File: src/rtl/txd_pkg.sv
package txd_pkg;

    typedef enum logic [2:0] {
        S_IDLE  = 3'd0,
        S_FETCH = 3'd1,
        S_MOVE  = 3'd2,
        S_DRAIN = 3'd3,
        S_DONE  = 3'd4
    } txd_state_e;

    typedef struct packed {
        logic sync;
        logic irq_en;
        logic last;
    } txd_flags_t;

endpackage

File: src/rtl/txd_fifo.sv
module txd_fifo #(
    parameter int DW    = 16,
    parameter int DEPTH = 8
) (
    input  logic          clk,
    input  logic          rst_n,
    input  logic          flush,
    input  logic          push,
    input  logic [DW-1:0] wdata,
    input  logic          pop,
    output logic [DW-1:0] rdata,
    output logic          full,
    output logic          empty
);
    localparam int AW = (DEPTH > 1) ? $clog2(DEPTH) : 1;

    logic [DW-1:0] mem [DEPTH];
    logic [AW:0]   wp;
    logic [AW:0]   rp;

    always_ff @(posedge clk or negedge rst_n) begin
        if (!rst_n) begin
            wp <= '0;
            rp <= '0;
        end else if (flush) begin
            wp <= '0;
            rp <= '0;
        end else begin
            if (push) wp <= wp + 1'b1;
            if (pop)  rp <= rp + 1'b1;
        end
    end

    always_ff @(posedge clk) begin
        if (push && !flush) mem[wp[AW-1:0]] <= wdata;
    end

    assign rdata = mem[rp[AW-1:0]];
    assign empty = (wp == rp);
    assign full  = (wp[AW] != rp[AW]) && (wp[AW-1:0] == rp[AW-1:0]);

endmodule

File: src/rtl/txd_beat_cnt.sv
module txd_beat_cnt #(
    parameter int LW = 4
) (
    input  logic          clk,
    input  logic          rst_n,
    input  logic          clr,
    input  logic          inc,
    input  logic [LW-1:0] words_m1,
    output logic          last_beat
);
    logic [LW-1:0] cnt;

    always_ff @(posedge clk or negedge rst_n) begin
        if (!rst_n)   cnt <= '0;
        else if (clr) cnt <= '0;
        else if (inc) cnt <= cnt + 1'b1;
    end

    assign last_beat = (cnt == words_m1);

endmodule

File: src/rtl/txd_seq.sv
module txd_seq
    import txd_pkg::*;
#(
    parameter int LW = 4
) (
    input  logic          clk,
    input  logic          rst_n,
    input  logic          chan_en,
    input  logic          desc_ack,
    input  txd_flags_t    desc_flags,
    input  logic [LW-1:0] desc_words_m1,
    input  logic          beat,
    input  logic          last_beat,
    input  logic          fifo_empty,
    input  logic          fifo_full,
    output logic          desc_req,
    output logic          rd_req,
    output logic          run,
    output logic          irq,
    output logic          cnt_clr,
    output txd_flags_t    cur_flags,
    output logic [LW-1:0] cur_words_m1
);
    txd_state_e st, nxt;
    logic       end_move;
    logic       end_drain;
    logic       irq_set;

    assign end_move  = (st == S_MOVE) && beat && last_beat;
    assign end_drain = (st == S_DRAIN) && fifo_empty;
    assign irq_set   = chan_en && cur_flags.irq_en &&
                       ((end_move && !cur_flags.sync && !cur_flags.last) || end_drain);

    always_comb begin
        nxt = st;
        unique case (st)
            S_IDLE:  if (chan_en) nxt = S_FETCH;
            S_FETCH: if (desc_ack) nxt = S_MOVE;
            S_MOVE:  if (end_move)
                         nxt = (cur_flags.sync || cur_flags.last) ? S_DRAIN : S_FETCH;
            S_DRAIN: if (fifo_empty)
                         nxt = cur_flags.last ? S_DONE : S_FETCH;
            S_DONE:  nxt = S_DONE;
        endcase
        if (!chan_en) nxt = S_IDLE;
    end

    always_ff @(posedge clk or negedge rst_n) begin
        if (!rst_n) begin
            st           <= S_IDLE;
            irq          <= 1'b0;
            cur_flags    <= '0;
            cur_words_m1 <= '0;
        end else begin
            st  <= nxt;
            irq <= irq_set;
            if (st == S_FETCH && desc_ack && chan_en) begin
                cur_flags    <= desc_flags;
                cur_words_m1 <= desc_words_m1;
            end
        end
    end

    always_comb begin
        desc_req = 1'b0;
        rd_req   = 1'b0;
        run      = 1'b0;
        cnt_clr  = 1'b0;
        unique case (st)
            S_IDLE:  ;
            S_FETCH: begin
                desc_req = chan_en;
                run      = 1'b1;
                cnt_clr  = 1'b1;
            end
            S_MOVE: begin
                rd_req = chan_en && !fifo_full;
                run    = 1'b1;
            end
            S_DRAIN: run = 1'b1;
            S_DONE:  ;
        endcase
    end

endmodule

File: src/rtl/txd_drain_seq.sv
module txd_drain_seq
    import txd_pkg::*;
#(
    parameter int DW    = 16,
    parameter int DEPTH = 8,
    parameter int LW    = 4
) (
    input  logic          clk,
    input  logic          rst_n,
    input  logic          chan_en,
    output logic          desc_req,
    input  logic          desc_ack,
    input  logic [LW-1:0] desc_words_m1,
    input  logic          desc_sync,
    input  logic          desc_irq_en,
    input  logic          desc_last,
    output logic          rd_req,
    input  logic          rd_ack,
    input  logic [DW-1:0] rd_data,
    output logic          per_valid,
    input  logic          per_ready,
    output logic [DW-1:0] per_data,
    output logic          run,
    output logic          irq
);
    logic          beat;
    logic          pop;
    logic          fifo_full;
    logic          fifo_empty;
    logic          last_beat;
    logic          cnt_clr;
    txd_flags_t    in_flags;
    txd_flags_t    cur_flags;
    logic [LW-1:0] cur_words_m1;
    logic          cur_sync;
    logic          cur_last;

    assign in_flags  = '{sync: desc_sync, irq_en: desc_irq_en, last: desc_last};
    assign beat      = rd_req && rd_ack;
    assign per_valid = chan_en && !fifo_empty;
    assign pop       = per_valid && per_ready;
    assign cur_sync  = cur_flags.sync;
    assign cur_last  = cur_flags.last;

    txd_fifo #(.DW(DW), .DEPTH(DEPTH)) u_fifo (
        .clk   (clk),
        .rst_n (rst_n),
        .flush (!chan_en),
        .push  (beat),
        .wdata (rd_data),
        .pop   (pop),
        .rdata (per_data),
        .full  (fifo_full),
        .empty (fifo_empty)
    );

    txd_beat_cnt #(.LW(LW)) u_cnt (
        .clk       (clk),
        .rst_n     (rst_n),
        .clr       (cnt_clr),
        .inc       (beat),
        .words_m1  (cur_words_m1),
        .last_beat (last_beat)
    );

    txd_seq #(.LW(LW)) u_seq (
        .clk           (clk),
        .rst_n         (rst_n),
        .chan_en       (chan_en),
        .desc_ack      (desc_ack),
        .desc_flags    (in_flags),
        .desc_words_m1 (desc_words_m1),
        .beat          (beat),
        .last_beat     (last_beat),
        .fifo_empty    (fifo_empty),
        .fifo_full     (fifo_full),
        .desc_req      (desc_req),
        .rd_req        (rd_req),
        .run           (run),
        .irq           (irq),
        .cnt_clr       (cnt_clr),
        .cur_flags     (cur_flags),
        .cur_words_m1  (cur_words_m1)
    );

endmodule

File: config.mk
export PLATFORM = sky130hd
export DESIGN_NAME = txd_drain_seq
export DESIGN_NICKNAME = d
export VERILOG_FILES = /design/src/rtl/txd_pkg.sv /design/src/rtl/txd_fifo.sv /design/src/rtl/txd_beat_cnt.sv /design/src/rtl/txd_seq.sv /design/src/rtl/txd_drain_seq.sv
export SDC_FILE = /design/constraint.sdc
export NUM_CORES = 1
export LEC_CHECK = 0
export BUFFER_PORTS_ARGS = -buffer_cell sky130_fd_sc_hd__buf_2
export CORE_MARGIN = 8
export CORE_UTILIZATION = 45
export CTS_CLUSTER_SIZE = 30
export DETAILED_ROUTE_END_ITERATION = 8
export SYNTH_ARGS = -nofsm -noshare
export SYNTH_HDL_FRONTEND = slang
export SYNTH_SLANG_ARGS = --single-unit
File: constraint.sdc
create_clock -name clk -period 4.15 [get_ports clk]
set_clock_uncertainty 0.05 [all_clocks]
set_input_delay 0.83 -clock clk [delete_from_list [all_inputs] [get_ports clk]]
set_output_delay 0.83 -clock clk [all_outputs]
set_load 0.05 [all_outputs]
==> impl_metrics.py, run 1 <==
metrics = {
    "route": {
        "post-route-drc-count": 0,
        "vias": 3141,
        "number_of_design_rule_violations_left_by_the_first_detailed_router_iteration": 310,
        "drt_pass1_iterations": 4,
        "route.detailed.vias_per_inst": 5.46,
        "detail_route.wirelength_um": 11800,
        "detail-route-antenna-nets": 0,
        "avgRoutedWirePerCell_um": 20.5,
    },
    "critical_path": {
        "reg2reg_setup_slack_ns": 1.32,
        "crit_arrival_ns": 2.54,
        "crit_chain": "buf_4 -> mux4_2 -> mux2_2 -> buf_2",
        "path_delay_family": "multiplexers",
        "critical_path.max_fanout": 17,
        "worst-setup-path-type": "reg2out",
        "worst_r2r_endpoint": "u_fifo.mem[1][1]",
        "slowest_delay_ns": 0.64,
        "critPathLaunchType": "flip-flop",
        "crit-reg2reg-launch": "u_fifo.wp[2]",
        "setup.worst_path.end_class": "primary output",
        "worst_r2r_path_depth": 6,
        "critical_path.n_buffers_inverters": 2,
        "worstPathRequired_ns": 3.27,
        "critPathSlowestCell": "sky130_fd_sc_hd__dfrtp_2",
    },
    "clock_tree": {
        "clock_tree_buffer_depth": 2,
        "worst_skew_pair.late_latency_ns": 0.41,
        "numClockSinks": 151,
        "clockRootBuffer": "sky130_fd_sc_hd__clkbuf_16",
        "post_cts.repair.setup_buffers": 0,
        "cts.hold.buffers_added": 0,
        "cts-buffers-inserted": 17,
        "cts-resized-gates": 0,
        "cts_tree": "built",
        "cts.htree.levels": 4,
        "worst_setup_hold_path_clk_slew_ns": 0.06,
    },
    "global_routing": {
        "antenna_found_initial": 1,
        "via_count_of_the_first_global_routing_pass": 3293,
        "total_global_route_track_usage_pct": 14.3,
        "global_route_wire_length_before_repair_um": 18800,
        "grt_remaining_overflow": 0,
        "largest_net_degree_at_the_start_of_global_routing": 37,
    },
    "timing": {
        "fin_tns_setup_ns": 0,
        "unrepaired_setup_endpoints_after_global_routing": "false",
        "report.final.setup_viol": 0,
        "timing.slew.headroom_pct": 40.7,
        "period_share_pct": 82.5,
        "fmax_mhz": 292,
        "max_slew.worst_pin.slew_ns": 0.885,
        "total_count_of_max_transition_violations_in_the_final_report": 0,
        "period_needed_ns": 3.42,
        "timing_hold_violations_final": 0,
    },
    "synth": {
        "synthesis.area_per_instance_um2": 19.0,
        "netlist-cell-type-count": 42,
        "synthesis.instances": 323,
        "synth_enable_flop_cells": 128,
        "syn_nets": 355,
        "post_synth_main_area_contributors": "sky130_fd_sc_hd__edfxtp_1, sky130_fd_sc_hd__mux4_2, sky130_fd_sc_hd__dfrtp_1, sky130_fd_sc_hd__mux2_2, sky130_fd_sc_hd__xnor2_1",
        "synth-warning-count": 0,
        "asyncSetResetFlopFracSynth_pct": 15.2,
        "part_of_the_yosys_area_used_for_sequential_elements_pct": 72.0,
        "synth_area_mm2": 0.00614,
        "yosysMostFrequentCell": "sky130_fd_sc_hd__edfxtp_1",
        "synth_top_cell_area_share_pct": 62.6,
        "dominant_synthesized_flop_cell": "sky130_fd_sc_hd__edfxtp_1",
        "netlist_top_cells_count": "sky130_fd_sc_hd__edfxtp_1, sky130_fd_sc_hd__mux4_2, sky130_fd_sc_hd__dfrtp_1, sky130_fd_sc_hd__mux2_2, sky130_fd_sc_hd__nor2_1",
        "synth_top_area_cell": "sky130_fd_sc_hd__edfxtp_1",
        "yosys_register_bits": 151,
    },
    "cells_and_area": {
        "layout-drive-gt1-share_pct": 37.8,
        "multi_input_comb_area_mm2": 0.00164,
        "layout.nets": 422,
        "nFillCells": 1046,
        "areaGrowthSynthToFinish_pct": 17.8,
        "final_cells": 575,
        "final_area_mm2": 0.00723,
        "antenna_cells": 0,
        "layout.area.seq_mm2": 0.00442,
        "fin_util_pct": 54.4,
    },
    "floorplan": {
        "core_mm2": 0.0133,
        "floorplan.die_area_mm2": 0.0176,
        "dieHeight_um": 133,
        "io_pins": 50,
        "effective_utilization_at_floorplan_pct": 46.2,
        "num_rows": 42,
        "dieWidth_um": 133,
    },
    "run": {
        "max_cap_violations": 0,
    },
    "power": {
        "cell_area_power_density_mw_per_mm2": 521,
        "fin_total_pwr_mw": 3.77,
        "irDropWorstVdd_v": 0.000396,
        "static-leakage-power_nw": 2.52,
    },
    "min_path": {
        "hold_class": "in2async",
    },
    "placement": {
        "hpwlAfterDp_um": 7410,
        "finalWeightedCongestion": 0.753,
        "inst_count_dp": 547,
        "buffer_ports.inserted": 49,
        "placement.cell_area_mm2": 0.00667,
    },
    "run_status": {
        "run_status": "complete, no violations",
    },
}
-- cells by family (layout without fill, tap and decap cells) --
logic type / Yosys count / in the layout / synth area share, %
xor+xnor: 13 / 13 / 1.98
flops: 151 / 151 / 72.0
buf+inv: 20 / 96 / 1.51
mux: 58 / 58 / 16.5
simple gates: 52 / 52 / 4.48
compound gates: 26 / 26 / 2.98
fa+ha+maj: 3 / 3 / 0.611
-- placed cells by master, fill, tap and decap left out, types with 2 or more instances in the layout --
master	count
sky130_fd_sc_hd__buf_4	11
sky130_fd_sc_hd__o21ai_0	7
sky130_fd_sc_hd__nor2_1	12
sky130_fd_sc_hd__dfrtp_1	22
sky130_fd_sc_hd__inv_1	5
sky130_fd_sc_hd__mux4_2	32
sky130_fd_sc_hd__buf_2	49
sky130_fd_sc_hd__nand3_1	11
sky130_fd_sc_hd__bufinv_16	3
sky130_fd_sc_hd__clkbuf_16	17
sky130_fd_sc_hd__nand2_1	6
sky130_fd_sc_hd__clkbuf_1	2
sky130_fd_sc_hd__nor2b_1	2
sky130_fd_sc_hd__a21oi_1	9
sky130_fd_sc_hd__nor4_1	2
sky130_fd_sc_hd__or3_1	4
sky130_fd_sc_hd__edfxtp_1	128
sky130_fd_sc_hd__ha_1	3
sky130_fd_sc_hd__nand2b_1	5
sky130_fd_sc_hd__xnor2_1	9
sky130_fd_sc_hd__clkinv_2	2
sky130_fd_sc_hd__buf_12	2
sky130_fd_sc_hd__xor2_1	3
sky130_fd_sc_hd__mux2_2	23
sky130_fd_sc_hd__and2_1	2
sky130_fd_sc_hd__nor3_2	2
sky130_fd_sc_hd__o31ai_1	2
sky130_fd_sc_hd__mux2i_1	2
-- where the power goes --
part / internal (mW) / total [mW] / leakage (nW) / switching [mW]
clock: 0.929 / 1.49 / 0.272 / 0.558
sequential: 1.71 / 1.78 / 1.45 / 0.0637
combinational: 0.209 / 0.502 / 0.791 / 0.292
-- flip-flops by register name, summed over array words and instances, names as in the netlist --
signal              count
u_seq.st                3
u_seq.irq               1
u_seq.cur_flags         3
u_seq.cur_words_m1      4
u_fifo.mem            128
u_fifo.wp               4
u_cnt.cnt               4
u_fifo.rp               4
-- metal layers --
layer  wire length (um)  GRT usage [%]  up-vias
met3                584           4.77       15
met2               5760           22.8       72
met4                168           5.49        2
li1                   -              -     1430
met1               5260           17.6     1622
met5                 10              0        -
-- per-stage QoR --
stage / worst slack [ns] / hold slack [ns]
6_report: 0.726 / 0.329
5_1_grt: 0.552 / 0.370
4_1_cts: 0.648 / 0.335
3_5_place_dp: 0.935 / 0.445
3_3_place_gp: 1.06 / 0.438
2_1_floorplan: 0.700 / 0.421
-- worst max-delay path by stage --
| stage | start | to | slack [ns] | cells after the start |
|---|---|---|---|---|
| finish | u_fifo.rp[0] | per_data[6] | 0.73 | 4 |
| global route | u_fifo.rp[0] | per_data[2] | 0.55 | 4 |
| CTS | u_fifo.rp[0] | per_data[6] | 0.65 | 4 |
| global placement | chan_en | u_fifo.mem[1][5] | 1.06 | 7 |
| detailed placement | chan_en | u_fifo.mem[1][1] | 0.93 | 7 |
| floorplan | chan_en | u_fifo.mem[1][0] | 0.70 | 6 |
-- worst register-to-register path, delay by kind of cell, from the launching register on --
| family | cells | cell delay (ns) |
|---|---|---|
| buffers and inverters | 2 | 0.46 |
| XOR/XNOR | 1 | 0.32 |
| AND/OR/NAND/NOR | 2 | 0.94 |
| AO/OA/AOI/OAI | 1 | 0.18 |
| flip-flops | 1 | 0.59 |
-- final cells by class --
type,instances,share of cell area (%)
Sequential cell,151,61.1
Multi-Input combinational cell,152,22.7
Clock buffer,19,5.99
Timing Repair Buffer,62,5.09
Tap cell,176,3.05
Clock inverter,9,1.78
Inverter,6,0.311
No activity file was read; power rests on OpenSTA's default activity.
==> run 2, diff against run 1 <==
--- a/config.mk
+++ b/config.mk
@@ -5,11 +5,13 @@
 export SDC_FILE = /design/constraint.sdc
 export NUM_CORES = 1
 export LEC_CHECK = 0
+export ABC_AREA = 1
 export BUFFER_PORTS_ARGS = -buffer_cell sky130_fd_sc_hd__buf_2
 export CORE_MARGIN = 8
 export CORE_UTILIZATION = 45
 export CTS_CLUSTER_SIZE = 30
 export DETAILED_ROUTE_END_ITERATION = 8
+export PLACE_DENSITY = 0.65
 export SYNTH_ARGS = -nofsm -noshare
 export SYNTH_HDL_FRONTEND = slang
 export SYNTH_SLANG_ARGS = --single-unit
==> constraint.sdc (replaced) <==
create_clock -name clk -period 2.85 [get_ports clk]
set_clock_uncertainty 0.05 [all_clocks]
set_input_delay 0.57 -clock clk [delete_from_list [all_inputs] [get_ports clk]]
set_output_delay 0.57 -clock clk [all_outputs]
set_load 0.05 [all_outputs]
==> impl_metrics.py, run 2 <==
metrics = {
    "cells_and_area": {
        "layout-drive-gt1-share_pct": 19.9,
        "final_area_mm2": 0.00744,
        "areaGrowthSynthToFinish_pct": 17.5,
        "largest_register_ff_count": 128,
        "antenna_cells": 0,
        "final_cells": 802,
        "mostFrequentLayoutCell": "sky130_fd_sc_hd__edfxtp_1",
        "layout_common_cells": "sky130_fd_sc_hd__edfxtp_1, sky130_fd_sc_hd__nor2_1, sky130_fd_sc_hd__nand2_1",
        "layout.nets": 642,
    },
    "clock_tree": {
        "post_cts.repair.setup_buffers": 0,
        "cts.hold.buffers_added": 0,
        "numClockSinks": 151,
        "worst_setup_hold_path_clk_slew_ns": 0.06,
        "cts-resized-gates": 0,
        "cts.htree.levels": 4,
        "clock_tree_buffer_depth": 2,
        "clockRootBuffer": "sky130_fd_sc_hd__clkbuf_16",
        "cts_tree": "built",
        "worst_skew_pair.late_latency_ns": 0.43,
        "cts-buffers-inserted": 17,
    },
    "timing": {
        "period_needed_ns": 2.69,
        "max_slew.worst_pin.slew_ns": 0.691,
        "fmax_mhz": 372,
        "timing.slew.headroom_pct": 53.7,
        "total_count_of_max_transition_violations_in_the_final_report": 0,
        "period_share_pct": 94.4,
        "hold-worst-slack_ns": 0.0899,
        "fin_tns_setup_ns": 0,
        "timing_hold_violations_final": 0,
        "unrepaired_setup_endpoints_after_global_routing": "false",
        "report.final.setup_viol": 0,
    },
    "route": {
        "post-route-drc-count": 0,
        "drt_pass1_iterations": 5,
        "detail_route.wirelength_um": 14100,
        "vias": 4229,
        "met3_length_um": 660,
        "maxUsedRoutingLayer": "met4",
        "met2WireLength_um": 7220,
        "met1_layer_wirelength_in_the_final_routing_um": 5980,
        "number_of_design_rule_violations_left_by_the_first_detailed_router_iteration": 322,
        "detail-route-antenna-nets": 0,
        "avgRoutedWirePerCell_um": 17.6,
        "route.detailed.vias_per_inst": 5.27,
    },
    "floorplan": {
        "io_pins": 50,
        "dieHeight_um": 135,
        "core_mm2": 0.0138,
        "dieWidth_um": 135,
        "floorplan.die_area_mm2": 0.0181,
        "effective_utilization_at_floorplan_pct": 45.8,
        "num_rows": 43,
    },
    "critical_path": {
        "critPathMostFrequentCell": "sky130_fd_sc_hd__nand2_1",
        "path_delay_family": "buffers and inverters",
        "critPathSlowestCell": "sky130_fd_sc_hd__dfrtp_1",
        "worstPathRequired_ns": 2.23,
        "slowest_delay_ns": 0.40,
        "critPathLaunchType": "flip-flop",
        "setup.worst_path.end_class": "primary output",
        "crit_chain": "inv_2 -> buf_4 -> o21ai_0 -> o22ai_1 -> nand2_1 -> nand2_1 -> buf_2",
        "worst-setup-path-type": "reg2out",
        "critical_path.max_fanout": 26,
        "crit_arrival_ns": 2.07,
        "critical_path.n_buffers_inverters": 3,
    },
    "synth": {
        "synth_enable_flop_cells": 128,
        "yosysMostFrequentCell": "sky130_fd_sc_hd__edfxtp_1",
        "post_synth_main_area_contributors": "sky130_fd_sc_hd__edfxtp_1, sky130_fd_sc_hd__dfrtp_1, sky130_fd_sc_hd__o21ai_0, sky130_fd_sc_hd__nand2_1, sky130_fd_sc_hd__nor2_1",
        "netlist-cell-type-count": 36,
        "syn_nets": 575,
        "dominant_synthesized_flop_cell": "sky130_fd_sc_hd__edfxtp_1",
        "synthesis.instances": 543,
        "synth-warning-count": 0,
        "asyncSetResetFlopFracSynth_pct": 15.2,
        "yosys_register_bits": 151,
        "synthesis.area_per_instance_um2": 11.7,
        "netlist_top_cells_count": "sky130_fd_sc_hd__edfxtp_1, sky130_fd_sc_hd__nand2_1, sky130_fd_sc_hd__nor2_1",
        "synth_top_cell_area_share_pct": 60.7,
        "synth_area_mm2": 0.00633,
        "synth_top_area_cell": "sky130_fd_sc_hd__edfxtp_1",
        "part_of_the_yosys_area_used_for_sequential_elements_pct": 69.8,
    },
    "run": {
        "max_cap_violations": 0,
    },
    "power": {
        "cell_area_power_density_mw_per_mm2": 795,
        "irDropWorstVdd_v": 0.000408,
        "static-leakage-power_nw": 2.89,
    },
    "global_routing": {
        "global_route_wire_length_before_repair_um": 22300,
        "largest_net_degree_at_the_start_of_global_routing": 37,
        "grt_remaining_overflow": 0,
        "via_count_of_the_first_global_routing_pass": 4184,
        "antenna_found_initial": 0,
        "total_global_route_track_usage_pct": 16.2,
    },
    "placement": {
        "inst_count_dp": 771,
        "placement.cell_area_mm2": 0.00688,
        "buffer_ports.inserted": 49,
        "finalWeightedCongestion": 0.779,
        "hpwlAfterDp_um": 8820,
    },
    "run_status": {
        "run_status": "complete, no violations",
    },
    "min_path": {
        "hold_class": "in2async",
    },
}
run 2: changes by cell type in the layout (fill, tap and decap cells not counted), sizes merged, moves of 22 or more:
cell,change
inv,+23
mux2,-22
mux4,-32
nand2,+90
nor2,+78
o21ai,+70
o22ai,+33
run 2: area by class of cell:
| cell class | instances | area, um^2 |
|---|---|---|
| clock inverter | 12 | 134 |
| timing repair buffer | 74 | 433 |
| clock buffer | 19 | 433 |
| sequential | 151 | 4420 |
| multi-input combinational | 336 | 1680 |
| fill | 1148 | 6380 |
| inverter | 30 | 115 |
| tap | 180 | 225 |
run 2: cells by family after synthesis:
kind of cell               count (synthesis)  share of synthesized area, %
AOI/OAI and AO/OA                        117                          10.0
and+or+nand+nor                          206                          14.5
muxes                                      2                         0.356
xor gates and xnor gates                   8                          1.11
buffers and inverters                     56                          3.64
adders and majority gates                  3                         0.593
DFF                                      151                          69.8
run 2: worst register-to-register path: stages, from the launching register on:
cell	delay, ns
sky130_fd_sc_hd__dfrtp_2	0.42
sky130_fd_sc_hd__buf_4	0.25
sky130_fd_sc_hd__nand2_1	0.10
sky130_fd_sc_hd__nand2_1	0.09
sky130_fd_sc_hd__nand4_2	0.13
sky130_fd_sc_hd__nand2_4	0.09
sky130_fd_sc_hd__nor2_8	0.16
sky130_fd_sc_hd__nand2_4	0.09
sky130_fd_sc_hd__nor3_2	0.18
sky130_fd_sc_hd__buf_4	0.29
run 2: path summary, 6_finish.rpt:
check	startpoint	end	slack, ns	cells past startpoint
worst max-delay path	u_fifo.rp[1]	per_data[15]	0.16	7
worst min-delay path	rst_n	u_cnt.cnt[2]	0.09	1
worst max register to register	u_fifo.rp[0]	u_fifo.mem[2][4]	0.69	9
worst min register to register	u_seq.cur_flags[2]	u_seq.cur_flags[2]	0.46	1
max in group asynchronous	rst_n	u_fifo.rp[0]	2.24	1
min in group clk	desc_sync	u_seq.cur_flags[2]	0.33	2
run 2: routing by layer:
layer,track usage [%],vias to the layer above
met1,19.0,2058
met5,0,-
met4,6.80,0
li1,-,2043
met2,28.2,106
met3,3.68,22
run 2: per-stage QoR:
| step | power (mW) | setup slack [ns] | utilization, % |
|---|---|---|---|
| final | 5.92 | 0.159 | 53.8 |
| after floorplan | 3.49 | 0.350 | - |
| after detailed placement | 3.79 | 0.591 | 49.7 |
| after CTS | 5.96 | 0.131 | 53.8 |
| after global placement | 3.77 | 0.570 | 49.7 |
| after global routing | 6.17 | 0.0297 | 53.8 |
run 2: power breakdown:
| part | total (mW) | internal (mW) | switching [mW] |
|---|---|---|---|
| clock | 2.18 | 1.35 | 0.828 |
| combinational | 1.18 | 0.317 | 0.866 |
| sequential | 2.55 | 2.50 | 0.0570 |
==> run 3, diff against run 2 <==
--- a/config.mk
+++ b/config.mk
@@ -11,7 +11,7 @@
 export CORE_UTILIZATION = 45
 export CTS_CLUSTER_SIZE = 30
 export DETAILED_ROUTE_END_ITERATION = 8
-export PLACE_DENSITY = 0.65
+export PLACE_DENSITY_LB_ADDON = 0.05
 export SYNTH_ARGS = -nofsm -noshare
 export SYNTH_HDL_FRONTEND = slang
 export SYNTH_SLANG_ARGS = --single-unit
==> constraint.sdc (replaced) <==
create_clock -name clk -period 2.2 [get_ports clk]
set_clock_uncertainty 0.05 [all_clocks]
set_input_delay 0.44 -clock clk [delete_from_list [all_inputs] [get_ports clk]]
set_output_delay 0.44 -clock clk [all_outputs]
set_load 0.05 [all_outputs]
==> impl_metrics.py, run 3 (synthesized netlist as in run 2, its figures left out) <==
metrics = {
    "run_status": {
        "run_status": "finished, violations left",
        "violations": "negative setup slack",
    },
    "critical_path": {
        "crit_arrival_ns": 1.75,
        "critical_path.max_fanout": 11,
        "worst-setup-path-type": "reg2out",
        "critPathLaunchType": "flip-flop",
        "worstPathRequired_ns": 1.71,
        "setup.worst_path.end_class": "primary output",
    },
    "placement": {
        "hpwlAfterDp_um": 9490,
        "placement.cell_area_mm2": 0.00708,
        "finalWeightedCongestion": 0.768,
        "buffer_ports.inserted": 49,
    },
    "cells_and_area": {
        "largest_register_ff_count": 128,
        "layout-drive-gt1-share_pct": 26.1,
        "nFillCells": 1108,
        "layout.nets": 666,
        "multi_input_comb_area_mm2": 0.00175,
        "antenna_cells": 0,
        "layout.area.seq_mm2": 0.00442,
        "layout_common_cells": "sky130_fd_sc_hd__edfxtp_1, sky130_fd_sc_hd__nor2_1, sky130_fd_sc_hd__nand2_1",
        "areaGrowthSynthToFinish_pct": 25.9,
        "final_area_mm2": 0.00797,
        "mostFrequentLayoutCell": "sky130_fd_sc_hd__edfxtp_1",
    },
    "route": {
        "detail_route.wirelength_um": 15200,
        "route.detailed.vias_per_inst": 5.18,
        "post-route-drc-count": 0,
        "avgRoutedWirePerCell_um": 18.4,
        "detail-route-antenna-nets": 0,
        "number_of_design_rule_violations_left_by_the_first_detailed_router_iteration": 265,
        "vias": 4287,
        "drt_pass1_iterations": 4,
    },
    "timing": {
        "fin_tns_setup_ns": -0.268,
        "unrepaired_setup_endpoints_after_global_routing": "true",
        "report.final.setup_viol": 13,
        "period_needed_ns": 2.24,
        "postLayoutSetupSlackWorst_ns": -0.0421,
        "fmax_mhz": 446,
        "period_share_pct": 102,
        "timing.slew.headroom_pct": 63.5,
        "timing_hold_violations_final": 0,
        "max_slew.worst_pin.slew_ns": 0.547,
        "total_count_of_max_transition_violations_in_the_final_report": 0,
    },
    "floorplan": {
        "dieHeight_um": 135,
        "effective_utilization_at_floorplan_pct": 45.8,
        "core_mm2": 0.0138,
        "floorplan.die_area_mm2": 0.0181,
        "num_rows": 43,
        "io_pins": 50,
        "dieWidth_um": 135,
    },
    "clock_tree": {
        "clockRootBuffer": "sky130_fd_sc_hd__clkbuf_16",
        "worst_setup_hold_path_clk_slew_ns": 0.06,
        "worst_skew_pair.late_latency_ns": 0.42,
        "cts_tree": "built",
        "cts-buffers-inserted": 17,
        "numClockSinks": 151,
        "cts.htree.levels": 4,
        "clock_tree_buffer_depth": 2,
    },
    "power": {
        "comb_power_share_pct": 24.8,
        "static-leakage-power_nw": 3.10,
        "irDropWorstVdd_v": 0.000552,
        "cell_area_power_density_mw_per_mm2": 994,
        "power.net_switching_mw": 2.44,
        "sequential_share_of_power_pct": 41.9,
        "cell_internal_pwr_mw": 5.48,
        "clockPowerShare_pct": 33.3,
        "switching_share_pct": 30.8,
    },
    "min_path": {
        "hold_class": "in2reg",
    },
    "global_routing": {
        "via_count_of_the_first_global_routing_pass": 4368,
        "global_route_wire_length_before_repair_um": 23800,
        "total_global_route_track_usage_pct": 17.4,
        "grt_remaining_overflow": 0,
        "antenna_found_initial": 0,
        "largest_net_degree_at_the_start_of_global_routing": 33,
    },
    "run": {
        "max_cap_violations": 0,
    },
}
==> run 3: changes by cell type in the layout (fill, tap and decap cells not counted), moves of 5 or more <==
| cell | change |
|---|---|
| sky130_fd_sc_hd__buf_2 | -18 |
| sky130_fd_sc_hd__buf_6 | +21 |
| sky130_fd_sc_hd__buf_12 | +6 |
| sky130_fd_sc_hd__nand2_1 | -5 |
| sky130_fd_sc_hd__buf_4 | +8 |
| sky130_fd_sc_hd__o21ai_2 | +5 |
| sky130_fd_sc_hd__o21ai_1 | +25 |
| sky130_fd_sc_hd__o21ai_0 | -30 |
==> run 3: stage by stage <==
stage	util, %	hold slack (ns)	instances	setup slack (ns)	power (mW)
finish	57.6	0.208	827	-0.0421	7.92
global route	57.6	0.196	827	-0.129	8.27
CTS	56.7	0.185	823	-0.0716	7.88
detailed placement	51.2	0.413	785	0.164	4.99
global placement	51.2	0.403	785	0.175	4.96
floorplan	-	0.0944	543	-0.100	4.52
==> run 3: critical path, stage by stage, from the launching register on <==
cell and delay (ns):
sky130_fd_sc_hd__dfrtp_2 0.44, sky130_fd_sc_hd__clkinv_4 0.15, sky130_fd_sc_hd__clkbuf_16 0.20, sky130_fd_sc_hd__o21ai_0 0.15
sky130_fd_sc_hd__o22ai_1 0.09, sky130_fd_sc_hd__nand2_1 0.07, sky130_fd_sc_hd__nand2_1 0.08, sky130_fd_sc_hd__buf_6 0.16
==> run 3: area by class of cell <==
type / count / area share, %
clock buffer: 18 / 5.38
clock inverter: 14 / 1.40
inverter: 30 / 1.57
multi-input combinational: 336 / 22.0
sequential: 151 / 55.5
tap: 180 / 2.83
timing repair buffer: 98 / 11.4
==> run 3: what timing repair did <==
item	CTS	global route
setup buffers	3	3
hold buffers	1	0
cloned	2	2
endpoints found under the hold margin	23	0
pin swaps	2	5
gates resized for setup	53	43
setup endpoints to repair	18	58
==> run 3: final timing paths <==
kind,slack (ns),end,from,depth (start not counted)
min in group asynchronous,0.49,u_seq.st[1],rst_n,2
worst min-delay path,0.21,u_seq.cur_flags[2],desc_sync,2
max in group asynchronous,1.22,u_fifo.rp[1],rst_n,2
worst max-delay path,-0.04,per_data[7],u_fifo.rp[0],7
worst min register to register,0.46,u_seq.irq,u_seq.cur_flags[1],2
worst max register to register,0.07,u_fifo.mem[0][6],u_fifo.rp[0],10
==> run 3: per-layer routing <==
metal	GRT usage [%]	up-vias	part of all wire [%]
li1	-	2082	-
met4	6.55	0	1.3
met2	29.5	87	50
met1	21.4	2105	44
met3	3.57	13	4.0
met5	0	-	0
==> run 3: power by group through the flow <==
stage / combinational, mW / sequential, mW / clock, mW
floorplan: 1.16 / 3.36 / 0
global placement: 1.59 / 3.37 / 0
detailed placement: 1.62 / 3.37 / 0
CTS: 1.86 / 3.32 / 2.70
global route: 2.13 / 3.33 / 2.80
finish: 1.97 / 3.32 / 2.64
